File: src/rtl/pcm_pair_fifo.sv
module pcm_pair_fifo #(
  parameter int DEPTH = 8
) (
  input  logic        clk,
  input  logic        rst_n,
  input  logic        mode_en,
  input  logic        wr_en,
  input  logic [7:0]  wr_data,
  input  logic        ovf_clr,
  input  logic        out_ready,
  output logic        out_valid,
  output logic [15:0] out_left,
  output logic [15:0] out_right,
  output logic        full,
  output logic        empty,
  output logic        overflow
);
  localparam int AW = (DEPTH > 1) ? $clog2(DEPTH) : 1;
  localparam int CW = $clog2(DEPTH + 1);

  logic [1:0]    pos;
  logic [7:0]    l_lo, l_hi, r_lo;
  logic [31:0]   mem [DEPTH];
  logic [AW-1:0] wp, rp;
  logic [CW-1:0] cnt;

  wire take = mode_en & wr_en;
  wire last = take & (pos == 2'd3);
  wire push = last & ~full;
  wire pop  = out_valid & out_ready;

  assign full      = (cnt == CW'(DEPTH));
  assign empty     = (cnt == '0);
  assign out_valid = ~empty;
  assign out_left  = mem[rp][31:16];
  assign out_right = mem[rp][15:0];

  always_ff @(posedge clk) begin
    if (!rst_n || !mode_en) pos <= 2'd0;
    else if (take)          pos <= pos + 2'd1;
  end

  always_ff @(posedge clk) begin
    if (take) begin
      case (pos)
        2'd0:    l_lo <= wr_data;
        2'd1:    l_hi <= wr_data;
        2'd2:    r_lo <= wr_data;
        default: ;
      endcase
    end
  end

  always_ff @(posedge clk) begin
    if (push) mem[wp] <= {l_hi, l_lo, wr_data, r_lo};
  end

  always_ff @(posedge clk) begin
    if (!rst_n) begin
      wp  <= '0;
      rp  <= '0;
      cnt <= '0;
    end else begin
      if (push) wp <= (wp == AW'(DEPTH - 1)) ? '0 : wp + AW'(1);
      if (pop)  rp <= (rp == AW'(DEPTH - 1)) ? '0 : rp + AW'(1);
      case ({push, pop})
        2'b10:   cnt <= cnt + CW'(1);
        2'b01:   cnt <= cnt - CW'(1);
        default: ;
      endcase
    end
  end

  always_ff @(posedge clk) begin
    if (!rst_n)          overflow <= 1'b0;
    else if (last & full) overflow <= 1'b1;
    else if (ovf_clr)    overflow <= 1'b0;
  end
endmodule

File: config.mk
export PLATFORM = sky130hd
export DESIGN_NAME = pcm_pair_fifo
export DESIGN_NICKNAME = d
export VERILOG_FILES = /design/src/rtl/pcm_pair_fifo.sv
export SDC_FILE = /design/constraint.sdc
export NUM_CORES = 1
export LEC_CHECK = 0
export BUFFER_PORTS_ARGS = -buffer_cell sky130_fd_sc_hd__buf_2
export CORE_MARGIN = 1.5
export CORE_UTILIZATION = 66
export CTS_CLUSTER_SIZE = 24
export DETAILED_ROUTE_END_ITERATION = 16
export GPL_TIMING_DRIVEN = 0
export PLACE_DENSITY = 0.9
export SKIP_LAST_GASP = 1
export SYNTH_ARGS = -nofsm -noshare
export SYNTH_HDL_FRONTEND = slang
export SYNTH_SLANG_ARGS = --single-unit
File: constraint.sdc
create_clock -name clk -period 7.5 [get_ports clk]
set_clock_uncertainty 0.15 [all_clocks]
set_input_delay 1.125 -clock clk [delete_from_list [all_inputs] [get_ports clk]]
set_output_delay 1.125 -clock clk [all_outputs]
set_load 0.01 [all_outputs]
==> results.md <==
* PortBufs at 48
* Cell row count at 48
* Area occupied by registers at 0.00873 mm2
* Run status: completed
* Syn avg cell area at 23.2 um2
* Number of clock sinks at 296
* Most frequent cells in the layout: 280 x edfxtp_1, 58 x buf_2, 36 x mux4_1, 29 x clkbuf_16, 28 x mux4_2
* Path type of the worst setup path: reg2out
* # resized after CTS at 0
* Post-detailed-routing wire length at 24000 um
* Antenna violations before repair at 0
* Die extent in y at 135 um
* Syn Std Cell Area at 0.0115 mm2
* Leakage power at 4.45 nW
* Multi-input combinational cell area at 0.00263 mm2
* Share of final-layout standard cells stronger than drive strength 1 at 33.1%
* Sequential share of the synthesized area at 75.9%
* Via density at 6.47
* Final Power at 3.33 mW
* Transition time at the pin with the least slew margin at 1020 ps
* Ant. Diodes at 0
* Post-layout minimum cycle time at 3900 ps
* Commonest non-fill, non-tap cell in the layout: edfxtp_1
* Boundary pin count at 50
* Setup crit end kind: output pin
* Clock slew seen by the registers of the worst setup and hold paths at 60 ps
* Summed negative setup slack over all endpoints at 0 ps
* Gp weighted congestion at 0.701
* Depth of the CTS H-tree at 1
* Global-route usage over all layers at 27.8%
* Worst ir drop on vdd at 196 uV
* Hold buffers post-CTS at 0
* Post-synthesis cell type count at 41
* Clock latency of the later-clocked register in the worst-skew pair at 540 ps
* Worst min-delay path class: reg2reg
* Final HPWL from detailed placement at 13900 um
* Logic depth of the worst register-to-register path at 12
* Nature of the critical path startpoint: flop
* Final routed DRC violation total at 0
* EDFF count, synth at 280
* Critical Path RT at 6220 ps
* Maximum fanout encountered on the critical timing path at 10
* Signed area change from the synthesized netlist to the final layout at 15.9%
* Clk buf depth at 3
* Number of filler cells placed in the layout at 865
* TritonCTS Buffers at 28
* Setup repair after global routing missed its margin: false
* Initial detailed-routing violation count at 433
* Dominant register cell in the synthesized netlist: edfxtp_1
* Hold Path Stages at 2
* PD cells at 250 mW/mm2
* Detailed-router iteration count before antenna repair at 5
* ANT nets after route at 0
* Pin count of the biggest net entering global routing at 21
* Min Hold Slack at 329 ps
* Per-cell routed wire length at 28.5 um
* Endpoints failing hold at 0
* DP Area at 0.0123 mm2
* Core region area at 0.0172 mm2
* Flip-flop and latch count after synthesis at 296
* Setup Fix Bufs, Post-CTS at 0
* Fmax at 256 MHz
* Worst slew slack as a fraction of its limit at 31.8%
* Vias in the first global route at 5767
* Max Cap Violations at 0
* Number of warnings printed during yosys synthesis at 0
* CTS tree: built
* Number of nets at the end of the flow at 621
* Final standard cell area without fillers at 0.0133 mm2
* Clock root buffer: clkbuf_16
* First-pass GRT wire length at 35600 um
* Die extent in x at 135 um
* Number of setup violations in the final report at 0
* Via count at 5451
* Max-slew violations at 0
* Total global routing overflow at 0
* Tcrit/Tclk final at 52.0%
* Count of mapped cells out of synthesis at 496
* Post-synth ARST share at 0%
* Data arrival time of the worst path at 2630 ps
* Area of the die at 0.0182 mm2
* Syn Nets at 521
* Starting Density at 66.9%
metrics by stage:
| stage | utilization (%) | instances | setup WS, ps |
|---|---|---|---|
| 2_1_floorplan | - | 496 | 2170 |
| 3_3_place_gp | 70.0 | 769 | -627 |
| 3_5_place_dp | 71.8 | 791 | 3910 |
| 4_1_cts | 77.5 | 842 | 3600 |
| 5_1_grt | 77.5 | 842 | 3520 |
| 6_report | 77.5 | 842 | 3600 |
logic make-up (layout without fill, tap and decap cells):
kind of cell             Yosys count  after routing  share of synthesized area (%)
flip-flops                       296            296                           75.9
multiplexers                      99             99                           17.9
AND/OR/NAND/NOR                   46             46                           2.26
buffers and inverters             27            148                           1.60
AO/OA/AOI/OAI                     13             13                          0.795
adder cells (fa/ha/maj)           11             11                           1.20
XOR/XNOR                           4              4                          0.305
state kept, by name (all words and copies together) (netlist names), named ones only:
| name | flops |
|---|---|
| mem | 256 |
| rp | 3 |
| pos | 2 |
| l_lo | 8 |
| cnt | 4 |
| r_lo | 8 |
| overflow | 1 |
| l_hi | 8 |
| wp | 3 |
cell type report:
cell class	instances	area share [%]
clock inverters	18	1.83
plain buffers	22	1.24
multi-input cells	173	19.8
repair buffers	70	3.81
clock buffers	33	5.56
well taps	225	2.11
flip-flops and latches	296	65.6
inverters	5	0.141
metal layers:
metal	vias up	part of all wire (%)	track usage, %
met5	-	0	0
met4	0	3.2	10.9
met3	52	7.1	4.20
met2	297	52	47.8
met1	2811	38	36.4
li1	2291	-	-
critical path, stage by stage (launching register included):
cell and delay, ps:
dfxtp_1 320, clkbuf_1 510, buf_2 430, mux4_2 370, mux2_2 300, buf_2 150
cell usage after synthesis (3+ instances only):
library cell / instances / area (um2)
inv_1: 4 / 15.0
mux2_4: 24 / 360
mux4_2: 28 / 631
mux2i_1: 3 / 30.0
a21boi_0: 5 / 37.5
nor3_1: 4 / 20.0
edfxtp_1: 280 / 8410
a21boi_1: 3 / 22.5
buf_2: 10 / 50.1
nor2_1: 6 / 22.5
dfxtp_1: 16 / 320
buf_6: 7 / 78.8
mux2_2: 8 / 90.1
ha_1: 11 / 138
mux4_1: 36 / 946
nand2_1: 13 / 48.8
or3_1: 3 / 18.8
and3_1: 3 / 18.8
nand2b_1: 5 / 31.3
path summary, 6_finish.rpt:
check                     end   start  slack (ps)
setup / recovery  out_left[3]    flop        3600
hold / removal          rp[1]   rp[1]         330
setup reg to reg       cnt[2]  cnt[1]        4580
hold reg to reg         rp[1]   rp[1]         330
power breakdown:
part,switching [mW],total [mW],internal (mW)
sequential,0.00534,1.80,1.80
combinational,0.0158,0.0216,0.00577
clock,0.593,1.50,0.911
Note: power is estimated with default switching activity, not from simulation.
